<file path="src/rtl/pbus_pkg.sv">
package pbus_pkg;
  localparam int DATA_W = 32;

  typedef enum logic [1:0] {
    KIND_RW   = 2'd0,
    KIND_RO   = 2'd1,
    KIND_NONE = 2'd2
  } acc_kind_e;
endpackage

</file>
<file path="src/rtl/pbus_waitgen.sv">
module pbus_waitgen #(
  parameter int WAIT_W = 4
) (
  input  logic              clk,
  input  logic              rst_n,
  input  logic              access,
  input  logic [WAIT_W-1:0] wait_cfg,
  output logic              done
);
  localparam logic [WAIT_W-1:0] ONE = WAIT_W'(1);

  logic              busy;
  logic [WAIT_W-1:0] cnt;

  // First access cycle compares the configured count; later cycles the counter.
  always_comb done = busy ? (cnt == '0) : (wait_cfg == '0);

  always_ff @(posedge clk or negedge rst_n) begin
    if (!rst_n) begin
      busy <= 1'b0;
      cnt  <= '0;
    end else if (!access || done) begin
      busy <= 1'b0;
    end else if (!busy) begin
      busy <= 1'b1;
      cnt  <= wait_cfg - ONE;
    end else begin
      cnt  <= cnt - ONE;
    end
  end
endmodule

</file>
<file path="src/rtl/pbus_decode.sv">
module pbus_decode
  import pbus_pkg::*;
#(
  parameter int ADDR_W = 8,
  parameter int NUM_RW = 4,
  localparam int IDX_W = ADDR_W - 2
) (
  input  logic [ADDR_W-1:0] paddr,
  output logic [IDX_W-1:0]  idx,
  output acc_kind_e         kind
);
  localparam logic [IDX_W-1:0] LAST_RW = IDX_W'(NUM_RW);
  localparam logic [IDX_W-1:0] ID_IDX  = IDX_W'(NUM_RW + 1);

  assign idx = paddr[ADDR_W-1:2];

  always_comb begin
    if (idx <= LAST_RW)     kind = KIND_RW;
    else if (idx == ID_IDX) kind = KIND_RO;
    else                    kind = KIND_NONE;
  end
endmodule

</file>
<file path="src/rtl/pbus_regfile.sv">
module pbus_regfile
  import pbus_pkg::*;
#(
  parameter int          IDX_W    = 6,
  parameter int          NUM_RW   = 4,
  parameter int          WAIT_W   = 4,
  parameter logic [31:0] ID_VALUE = 32'h5A170C3E
) (
  input  logic              clk,
  input  logic              rst_n,
  input  logic              wr_en,
  input  logic [IDX_W-1:0]  idx,
  input  logic [DATA_W-1:0] wdata,
  output logic [DATA_W-1:0] rd_val,
  output logic [WAIT_W-1:0] wait_cfg
);
  localparam logic [IDX_W-1:0] ID_IDX = IDX_W'(NUM_RW + 1);

  logic [DATA_W-1:0] gp [NUM_RW];

  always_ff @(posedge clk or negedge rst_n) begin
    if (!rst_n)                   wait_cfg <= '0;
    else if (wr_en && idx == '0)  wait_cfg <= wdata[WAIT_W-1:0];
  end

  for (genvar g = 0; g < NUM_RW; g++) begin : g_gp
    always_ff @(posedge clk or negedge rst_n) begin
      if (!rst_n)                               gp[g] <= '0;
      else if (wr_en && idx == IDX_W'(g + 1))   gp[g] <= wdata;
    end
  end

  always_comb begin
    rd_val = '0;
    if (idx == '0)          rd_val = {{(DATA_W-WAIT_W){1'b0}}, wait_cfg};
    else if (idx == ID_IDX) rd_val = ID_VALUE;
    for (int i = 0; i < NUM_RW; i++)
      if (idx == IDX_W'(i + 1)) rd_val = gp[i];
  end
endmodule

</file>
<file path="src/rtl/pbus_regslave.sv">
module pbus_regslave
  import pbus_pkg::*;
#(
  parameter int          ADDR_W   = 8,
  parameter int          NUM_RW   = 4,
  parameter int          WAIT_W   = 4,
  parameter logic [31:0] ID_VALUE = 32'h5A170C3E
) (
  input  logic              clk,
  input  logic              rst_n,
  input  logic              psel,
  input  logic              penable,
  input  logic              pwrite,
  input  logic [ADDR_W-1:0] paddr,
  input  logic [31:0]       pwdata,
  output logic              pready,
  output logic [31:0]       prdata,
  output logic              pslverr
);
  localparam int IDX_W = ADDR_W - 2;

  logic              access;
  logic              done;
  logic              fault;
  logic              wr_en;
  logic [IDX_W-1:0]  idx;
  acc_kind_e         kind;
  logic [WAIT_W-1:0] wait_cfg;
  logic [31:0]       rd_val;

  assign access = psel & penable;

  pbus_decode #(.ADDR_W(ADDR_W), .NUM_RW(NUM_RW)) u_dec (
    .paddr (paddr),
    .idx   (idx),
    .kind  (kind)
  );

  pbus_waitgen #(.WAIT_W(WAIT_W)) u_wait (
    .clk      (clk),
    .rst_n    (rst_n),
    .access   (access),
    .wait_cfg (wait_cfg),
    .done     (done)
  );

  assign fault = (kind == KIND_NONE) | (pwrite & (kind == KIND_RO));
  assign wr_en = access & done & pwrite & ~fault;

  pbus_regfile #(
    .IDX_W(IDX_W), .NUM_RW(NUM_RW), .WAIT_W(WAIT_W), .ID_VALUE(ID_VALUE)
  ) u_regs (
    .clk      (clk),
    .rst_n    (rst_n),
    .wr_en    (wr_en),
    .idx      (idx),
    .wdata    (pwdata),
    .rd_val   (rd_val),
    .wait_cfg (wait_cfg)
  );

  assign pready  = access ? done : 1'b1;
  assign pslverr = access & done & fault;
  assign prdata  = (access & ~pwrite) ? rd_val : '0;
endmodule

</file>
<file path="config.mk">
export PLATFORM = sky130hd
export DESIGN_NAME = pbus_regslave
export DESIGN_NICKNAME = d
export VERILOG_FILES = /design/src/rtl/pbus_pkg.sv /design/src/rtl/pbus_waitgen.sv /design/src/rtl/pbus_decode.sv /design/src/rtl/pbus_regfile.sv /design/src/rtl/pbus_regslave.sv
export SDC_FILE = /design/constraint.sdc
export NUM_CORES = 1
export LEC_CHECK = 0
export ABC_AREA = 1
export BUFFER_PORTS_ARGS = -buffer_cell sky130_fd_sc_hd__clkbuf_2
export CORE_AREA = 3 3 172 174
export DETAILED_ROUTE_END_ITERATION = 8
export DIE_AREA = 0 0 175 177
export GPL_TIMING_DRIVEN = 0
export PLACE_DENSITY = 0.5
export REMOVE_ABC_BUFFERS = 1
export SYNTH_ARGS = -nofsm -noshare
export SYNTH_HDL_FRONTEND = slang
export SYNTH_SLANG_ARGS = --single-unit
export TNS_END_PERCENT = 30
</file>
<file path="constraint.sdc">
create_clock -name clk -period 1.86 [get_ports clk]
set_input_delay 0.279 -clock clk [delete_from_list [all_inputs] [get_ports clk]]
set_output_delay 0.279 -clock clk [all_outputs]
set_load 0.02 [all_outputs]
</file>
==> impl_metrics.env, run 1 <==
export IMPL_status="complete, but fails checks"
export IMPL_violations="setup timing"
export IMPL_numCtsBuffers=17
export IMPL_maxSlewViolCount=0
export IMPL_p_per_area_nw_per_um2=704
export IMPL_place_gp_congestion=0.735
export IMPL_avgSynthCellArea_um2=7.62
export IMPL_grt_overflow=0
export IMPL_synth_area_top_cells="dfrtp_1, nand2_1, nand3_1, a21oi_1, o21ai_0"
export IMPL_synth_simple_area_share=0.370
export IMPL_yosys_area_top_type="dfrtp_1"
export IMPL_grt_usage=0.182
export IMPL_critPathKind="input port to primary output"
export IMPL_pin_count=79
export IMPL_layout_drive_gt1_share=0.328
export IMPL_min_delay_worst_endpoint="u_regs.gp[117]"
export IMPL_start_util=0.250
export IMPL_path_cells="buf_8 > nor2_4 > nand2_8 > nor2_4 > buf_12 > nand2_1 > nand2_1 > nand2_1 > a21oi_2 > clkbuf_8"
export IMPL_synth_cell_type_count=25
export IMPL_cp_slowest_cell="nor2_4"
export IMPL_die_h_um=177
export IMPL_cp_max_fo=5
export IMPL_die_area_um2=31000
export IMPL_grt_max_degree=77
export IMPL_crit_required_ns=1.58
export IMPL_max_cap_violations=0
export IMPL_fp_dieW_um=175
export IMPL_rsz0062_at_grt="yes"
export IMPL_worst_hold_slack_ns=0.126
export IMPL_synth_fa_ha_area_frac=0.00179
export IMPL_cts_max_path_buffers=2
export IMPL_dpl_hpwl_mm=11.9
export IMPL_grt_pass1_vias=6785
export IMPL_whs_path_depth=3
export IMPL_ys_seq_area_frac=0.491
export IMPL_setup_violations=33
export IMPL_fin_skew_ns=0.00872
export IMPL_first_pass_iters=5
export IMPL_syn_cell_area_um2=6980
export IMPL_io_buffers=76
export IMPL_grt_pass1_wl_mm=42.2
export IMPL_rows=61
export IMPL_slew_headroom=0.590
export IMPL_cp_num_buf_inv=3
export IMPL_final_nets=1120
export IMPL_cp_end_kind="primary output"
export IMPL_clk_pin_slew_ns=0.07
export IMPL_drt_iter0_drc=946
export IMPL_htree_levels=4
export IMPL_min_period_ns=1.98
export IMPL_fin_setup_tns_ns=-2.17
export IMPL_final_common_cell="nand2_1"
export IMPL_r2r_start="u_regs.wait_cfg[2]"
export IMPL_final_hold_viol_count=0
export IMPL_synth_seq_cells=137
export IMPL_n_antenna_cell=0
export IMPL_muxShareOfSynthArea=0.00143
export IMPL_drc=0
export IMPL_vias_per_cell=4.94
export IMPL_area_growth_pct=53.8
export IMPL_final_cell_mix="nand2_1, nand3_1, dfrtp_1"
export IMPL_hp_class="input port to flop"
export IMPL_fmax_mhz=504
export IMPL_via_count=7239
export IMPL_synth_top_area_frac=0.491
export IMPL_worst_slack_ns=-0.123
export IMPL_synth_compound_area_frac=0.0594
export IMPL_wl_per_cell_um=20.9
export IMPL_worst_slew_pin_slew_ns=0.614
export IMPL_start_kind="input port"
export IMPL_ir_drop_uv=561
export IMPL_syn_inst=915
export IMPL_cp_arrival_ns=1.70
export IMPL_core_area_um2=27900
export IMPL_reg2reg_slack_ns=0.04
export IMPL_synth_top_family_by_area="simple AND/OR/NAND/NOR gates"
export IMPL_fillCellCount=2824
export IMPL_antenna_found_initial=2
export IMPL_cts_tree="yes"
export IMPL_drt_total_wl_mm=30.7
export IMPL_r2r_cells=10
export IMPL_cts_root_buffer="clkbuf_16"
export IMPL_place_inst=1316
export IMPL_path_delay_family="simple AND/OR/NAND/NOR gates"
export IMPL_crit_top_cell="nand2_1"
export IMPL_insertion_delay_ns=0.43
export IMPL_crit_path_max_incr_delay_ns=0.26
export IMPL_min_from="pwdata[21]"
export IMPL_post_route_period_util=1.07
export IMPL_clock_sinks=137
export IMPL_final_cells=1465
export IMPL_synth_warnings=0
export IMPL_synthXorXnorAreaFrac=0.00126
export IMPL_leakage_nw=5.26
export IMPL_ant_nets=0
export IMPL_r2r_end="u_regs.gp[60]"
-- tightest hold or removal path, cell delays in order --
cell and delay (ns):
clkbuf_2 0.11, nand3_1 0.08, nand2_1 0.05
-- stage by stage --
step                       util  setup WS, ns  power (mW)  instance area (µm²)
after floorplan               -         -3.01        3.17                 6570
after global placement    0.266         -6.79        3.37                 7420
after detailed placement  0.270         -2.29        3.38                 7550
after CTS                 0.347        -0.110        7.50                 9710
after global routing      0.384        -0.175        7.77                10700
final                     0.384        -0.123        7.55                10700
-- final cells by class --
type                            count  area [µm²]  area share
Inverter                           31         178      0.0166
Tap cell                          378         473      0.0441
Multi-Input combinational cell    710        3970       0.370
Timing Repair inverter              7        97.6     0.00910
Clock buffer                       18         439      0.0409
Sequential cell                   137        3430       0.320
Timing Repair Buffer              170        1900       0.177
Clock inverter                     14         244      0.0227
-- layer usage --
layer,up-vias,track usage,routed length (µm)
li1,3317,-,-
met1,3528,0.254,13400
met2,356,0.284,14000
met3,36,0.0459,2810
met4,2,0.0426,408
met5,-,0,12
-- how the worst max path moves through the flow --
stage               startpoint             to  slack [ns]  cells past startpoint
floorplan             paddr[7]   u_regs.gp[0]       -3.01                      8
global placement      paddr[7]   u_regs.gp[5]       -6.79                      9
detailed placement    paddr[7]  u_regs.gp[13]       -2.29                     11
CTS                   paddr[6]     prdata[27]       -0.11                     13
global route          paddr[7]     prdata[30]       -0.18                     12
finish                paddr[5]     prdata[12]       -0.12                     10
-- report_power, final --
part	internal (mW)	switching, mW	total, mW
combinational	0.190	0.343	0.533
sequential	3.00	0.0137	3.02
clock	2.56	1.44	4.00
total	5.76	1.80	7.55
-- logic make-up after synthesis --
logic type / count (synthesis)
compound gates: 81
simple gates: 605
fa+ha+maj: 1
mux: 1
xor+xnor: 1
buf+inv: 89
flops: 137
-- what timing repair did --
action / in CTS / in global routing
gates cloned: 25 / 15
resized for setup: 140 / 188
endpoints found under the setup margin: 166 / 166
hold endpoints to repair: 61 / 0
setup buffers: 50 / 29
hold buffers: 1 / 0
pin swaps: 29 / 60
-- sequential cells by signal, summed over array words and instances, names as in the netlist --
signal           cells
u_regs.gp          128
u_wait.busy          1
u_wait.cnt           4
u_regs.wait_cfg      4
-- cells in the mapped netlist --
library cell,n
a21oi_1,37
a31oi_1,7
buf_2,18
buf_4,17
buf_6,12
buf_8,1
clkbuf_1,10
dfrtp_1,137
ha_1,1
inv_1,28
inv_2,3
mux2i_1,1
nand2_1,387
nand2_4,5
nand3_1,145
nand3_2,2
nand3b_4,1
nand4_1,7
nor2_1,46
nor2_2,3
nor2_4,3
nor3_1,1
o21ai_0,37
or2_2,5
xor2_1,1
Power figures use the tool's default switching activity.
==> run 2, diff against run 1 <==
Settings changed: PLACE_DENSITY 0.5 to unset.
==> impl_metrics.env, run 2 (same netlist as run 1, synthesis figures left out) <==
export IMPL_status="complete, but fails checks"
export IMPL_violations="setup timing"
export IMPL_vias_per_cell=4.98
export IMPL_first_pass_iters=5
export IMPL_final_nets=1094
export IMPL_cp_arrival_ns=1.80
export IMPL_path_delay_family="buffers and inverters"
export IMPL_p_per_area_nw_per_um2=715
export IMPL_cts_tree="yes"
export IMPL_maxSlewViolCount=0
export IMPL_drt_total_wl_mm=28.2
export IMPL_min_from="pwdata[24]"
export IMPL_worst_hold_slack_ns=0.137
export IMPL_cp_num_buf_inv=6
export IMPL_max_cap_violations=0
export IMPL_post_dp_cell_area_um2=7560
export IMPL_power_mw=7.15
export IMPL_htree_levels=4
export IMPL_pin_count=79
export IMPL_layout_drive_gt1_share=0.280
export IMPL_hp_class="input port to flop"
export IMPL_numCtsBuffers=17
export IMPL_fin_skew_ns=0.00980
export IMPL_n_antenna_cell=0
export IMPL_insertion_delay_ns=0.42
export IMPL_grt_overflow=0
export IMPL_start_kind="input port"
export IMPL_dp_slack_ns=-1.98
export IMPL_regMostFlops="u_regs.gp"
export IMPL_antenna_found_initial=3
export IMPL_stdcell_area_um2=10000
export IMPL_fmax_mhz=480
export IMPL_ant_nets=0
export IMPL_cp_end_kind="primary output"
export IMPL_crit_required_ns=1.58
export IMPL_largest_register_ffs=128
export IMPL_start_util=0.250
export IMPL_worst_slew_pin_slew_ns=0.843
export IMPL_path_cells="buf_8 > nor2_4 > buf_12 > nand2_8 > nor2_4 > buf_12 > buf_12 > buf_12 > nand2_2 > a31oi_1 > buf_4"
export IMPL_reg_top3="u_regs.gp: 128 flops, u_regs.wait_cfg: 4 flops, u_wait.cnt: 4 flops"
export IMPL_rsz0062_at_grt="yes"
export IMPL_final_common_cell="nand2_1"
export IMPL_dpl_hpwl_mm=11.9
export IMPL_slew_headroom=0.437
export IMPL_final_cell_mix="nand2_1, nand3_1, dfrtp_1"
export IMPL_fin_setup_tns_ns=-5.43
export IMPL_worstSetupStartpoint="paddr[5]"
export IMPL_critPathKind="input port to primary output"
export IMPL_grt_max_degree=108
export IMPL_setup_violations=63
export IMPL_via_count=7166
export IMPL_post_route_period_util=1.12
export IMPL_fin_util=0.358
export IMPL_r2r_start="u_regs.wait_cfg[0]"
export IMPL_worst_slack_ns=-0.222
export IMPL_min_period_ns=2.08
export IMPL_clk_pin_slew_ns=0.06
export IMPL_crit_path_max_incr_delay_ns=0.23
export IMPL_rows=61
export IMPL_cp_max_fo=6
export IMPL_leakage_nw=5.08
export IMPL_drt_iter0_drc=875
export IMPL_cts_max_path_buffers=2
export IMPL_grt_pass1_wl_mm=38.0
export IMPL_cts_root_buffer="clkbuf_16"
export IMPL_wl_per_cell_um=19.6
export IMPL_die_area_um2=31000
export IMPL_final_cells=1438
export IMPL_core_area_um2=27900
export IMPL_fillCellCount=2871
export IMPL_crit_top_cell="buf_12"
export IMPL_place_gp_congestion=0.789
export IMPL_place_inst=1317
export IMPL_grt_usage=0.161
export IMPL_die_h_um=177
export IMPL_cp_slowest_cell="nor2_4"
export IMPL_ir_drop_uv=675
export IMPL_io_buffers=76
export IMPL_area_growth_pct=43.3
export IMPL_grt_pass1_vias=6367
export IMPL_drc=0
export IMPL_final_hold_viol_count=0
export IMPL_fp_dieW_um=175
export IMPL_clock_sinks=137
[run 2: worst min-delay path: cells and delay by family]
family	cells	cell delay, ns
AND/OR/NAND/NOR	2	0.13
buffers and inverters	1	0.11
[run 2: power breakdown]
| part | internal [mW] | total [mW] | switching [mW] |
|---|---|---|---|
| Clock | 2.25 | 3.63 | 1.38 |
| Combinational | 0.183 | 0.507 | 0.324 |
| Sequential | 3.00 | 3.02 | 0.0134 |
| Total | 5.43 | 7.15 | 1.72 |
[run 2: what timing repair did]
| action | 4_1_cts | 5_1_grt |
|---|---|---|
| endpoints found under the hold margin | 30 | 0 |
| buffers inserted | 34 | 32 |
| hold buffers | 1 | 0 |
| endpoints found under the setup margin | 166 | 163 |
| gates cloned | 13 | 11 |
| pin swaps | 21 | 41 |
| gates resized for setup | 90 | 154 |
[run 2: cell type report]
type                       instances  area [µm²]  area share
multi-input combinational        699        3570       0.357
tap                              378         473      0.0473
sequential                       137        3430       0.343
timing repair buffer             155        1650       0.165
clock inverter                    14         194      0.0194
timing repair inverter             7        78.8     0.00789
clock buffer                      17         425      0.0426
inverter                          31         178      0.0178
[run 2: worst paths after layout]
kind	end	slack, ns	cells after the start
max	prdata[13]	-0.22	11
max in group asynchronous	u_regs.gp[79]	0.68	3
min reg2reg	u_regs.gp[19]	0.46	2
max reg2reg	u_regs.gp[52]	-0.03	9
min	u_regs.gp[88]	0.14	3
min in group asynchronous	u_regs.gp[6]	0.32	2
[run 2: metal layers]
layer / up-vias / part of all wire / track usage
met3: 47 / 0.11 / 0.0442
li1: 3239 / - / -
met4: 8 / 0.016 / 0.0422
met5: - / 0.0026 / 0
met1: 3466 / 0.42 / 0.226
met2: 406 / 0.45 / 0.244
==> run 3, diff against run 2 <==
Settings changed: SKIP_LAST_GASP set to 1.
==> impl_metrics.env, run 3 (same netlist as run 1, synthesis figures left out) <==
export IMPL_largest_register_ffs=128
export IMPL_violations="setup timing"
export IMPL_start_kind="input port"
export IMPL_worstSetupStartpoint="paddr[7]"
export IMPL_cts_tree="yes"
export IMPL_first_pass_iters=7
export IMPL_grt_overflow=0
export IMPL_hp_class="input port to flop"
export IMPL_area_growth_pct=39.0
export IMPL_vias_per_cell=4.94
export IMPL_clk_pin_slew_ns=0.07
export IMPL_insertion_delay_ns=0.41
export IMPL_stdcell_area_um2=9690
export IMPL_setup_violations=49
export IMPL_ant_nets=0
export IMPL_path_depth=11
export IMPL_leakage_nw=5.00
export IMPL_status="complete, but fails checks"
export IMPL_slew_headroom=0.476
export IMPL_route_met3_wl_mm=2.97
export IMPL_antenna_found_initial=2
export IMPL_post_dp_cell_area_um2=7560
export IMPL_maxSlewViolCount=0
export IMPL_final_cell_mix="nand2_1, nand3_1, dfrtp_1"
export IMPL_io_buffers=76
export IMPL_wl_met1_mm=11.9
export IMPL_max_cap_violations=0
export IMPL_htree_levels=4
export IMPL_cp_arrival_ns=1.70
export IMPL_final_hold_viol_count=0
export IMPL_regMostFlops="u_regs.gp"
export IMPL_fin_skew_ns=0.0123
export IMPL_start_util=0.250
export IMPL_drc=0
export IMPL_wl_met2_mm=12.2
export IMPL_layout_drive_gt1_share=0.249
export IMPL_final_common_cell="nand2_1"
export IMPL_rows=61
export IMPL_fmax_mhz=506
export IMPL_dpl_hpwl_mm=11.9
export IMPL_grt_pass1_wl_mm=37.9
export IMPL_grt_usage=0.160
export IMPL_crit_required_ns=1.58
export IMPL_path_delay_family="buffers and inverters"
export IMPL_drt_iter0_drc=822
export IMPL_cts_max_path_buffers=2
export IMPL_cp_end_kind="primary output"
export IMPL_clock_sinks=137
export IMPL_numCtsBuffers=17
export IMPL_via_count=7066
export IMPL_place_inst=1317
export IMPL_ir_drop_uv=676
export IMPL_wl_per_cell_um=19.4
export IMPL_cts_root_buffer="clkbuf_16"
export IMPL_pin_count=79
export IMPL_post_route_period_util=1.06
export IMPL_rsz0062_at_grt="yes"
export IMPL_min_period_ns=1.98
export IMPL_n_antenna_cell=0
export IMPL_r2r_cells=10
export IMPL_grt_max_degree=108
export IMPL_final_nets=1085
export IMPL_die_h_um=177
export IMPL_drt_total_wl_mm=27.7
export IMPL_whs_path_depth=3
export IMPL_path_cells="buf_6 > nor2_4 > buf_12 > nand2_8 > nor2_4 > buf_12 > buf_12 > buf_12 > nand2_2 > a31oi_1 > buf_4"
export IMPL_place_gp_congestion=0.789
export IMPL_crit_path_max_incr_delay_ns=0.17
export IMPL_fp_dieW_um=175
export IMPL_p_per_area_nw_per_um2=733
export IMPL_final_cells=1429
export IMPL_reg_top3="u_regs.gp: 128 flops, u_regs.wait_cfg: 4 flops, u_wait.cnt: 4 flops"
export IMPL_core_area_um2=27900
export IMPL_worst_slack_ns=-0.115
export IMPL_crit_top_cell="buf_12"
export IMPL_fin_util=0.347
export IMPL_highest_layer="met5"
export IMPL_cp_num_buf_inv=6
export IMPL_cp_slowest_cell="a31oi_1"
export IMPL_min_from="pwdata[24]"
export IMPL_critPathKind="input port to primary output"
export IMPL_worst_slew_pin_slew_ns=0.785
export IMPL_r2r_start="u_wait.busy"
export IMPL_dp_slack_ns=-1.98
export IMPL_die_area_um2=31000
export IMPL_cp_max_fo=6
export IMPL_grt_pass1_vias=6359
## run 3: cell count changes in the layout (fill, tap and decap cells not counted), sizes merged
cell    delta
clkbuf    +10
buf       -19
nand2      +1
clkinv     -1
## run 3: cell type report
cell class / instances / area [µm²]
Clock inverter: 14 / 194
Multi-Input combinational cell: 700 / 3480
Clock buffer: 17 / 425
Sequential cell: 137 / 3430
Fill cell: 2911 / 18200
Inverter: 31 / 168
Timing Repair Buffer: 146 / 1450
Tap cell: 378 / 473
Timing Repair inverter: 6 / 70.1
## run 3: path summary, 6_finish.rpt
check,endpoint,slack (ns)
max,prdata[13],-0.12
min,u_regs.gp[56],0.14
max reg2reg,u_regs.gp[18],-0.02
min reg2reg,u_regs.gp[19],0.47
max in group asynchronous,u_regs.gp[71],0.70
min in group asynchronous,u_regs.gp[6],0.33
## run 3: worst register-to-register path, stage by stage, from the launching register on
cell     delay, ns
dfrtp_1       0.44
inv_2         0.12
nand4_1       0.11
nand2_2       0.12
nand2_4       0.10
nor2_4        0.12
buf_12        0.14
buf_12        0.19
nand2_4       0.24
nand2_1       0.13
nand2_1       0.06
## run 3: metrics by stage
stage	hold WS, ns	power [mW]	setup TNS (ns)
after CTS	0.128	7.09	-12.61
after floorplan	-0.0166	3.17	-410.09
final	0.140	7.11	-2.61
after global routing	0.145	7.30	-9.34
after detailed placement	0.200	3.38	-292.42
after global placement	0.445	3.37	-1160.08
## run 3: routing by layer
metal	GRT usage	vias to the layer above
li1	-	3228
met1	0.225	3382
met2	0.243	397
met3	0.0446	55
met4	0.0436	4
met5	0	-
## run 3: timing repair
item | 4_1_cts | 5_1_grt
setup endpoints to repair | 166 | 166
resized for setup | 75 | 97
hold buffers | 1 | 0
pin swaps | 17 | 30
hold endpoints to repair | 30 | 0
cloned | 13 | 13
buffers inserted | 34 | 21
## run 3: power breakdown
part | internal [mW] | switching [mW]
combinational | 0.166 | 0.313
clock | 2.25 | 1.36
sequential | 3.00 | 0.0131
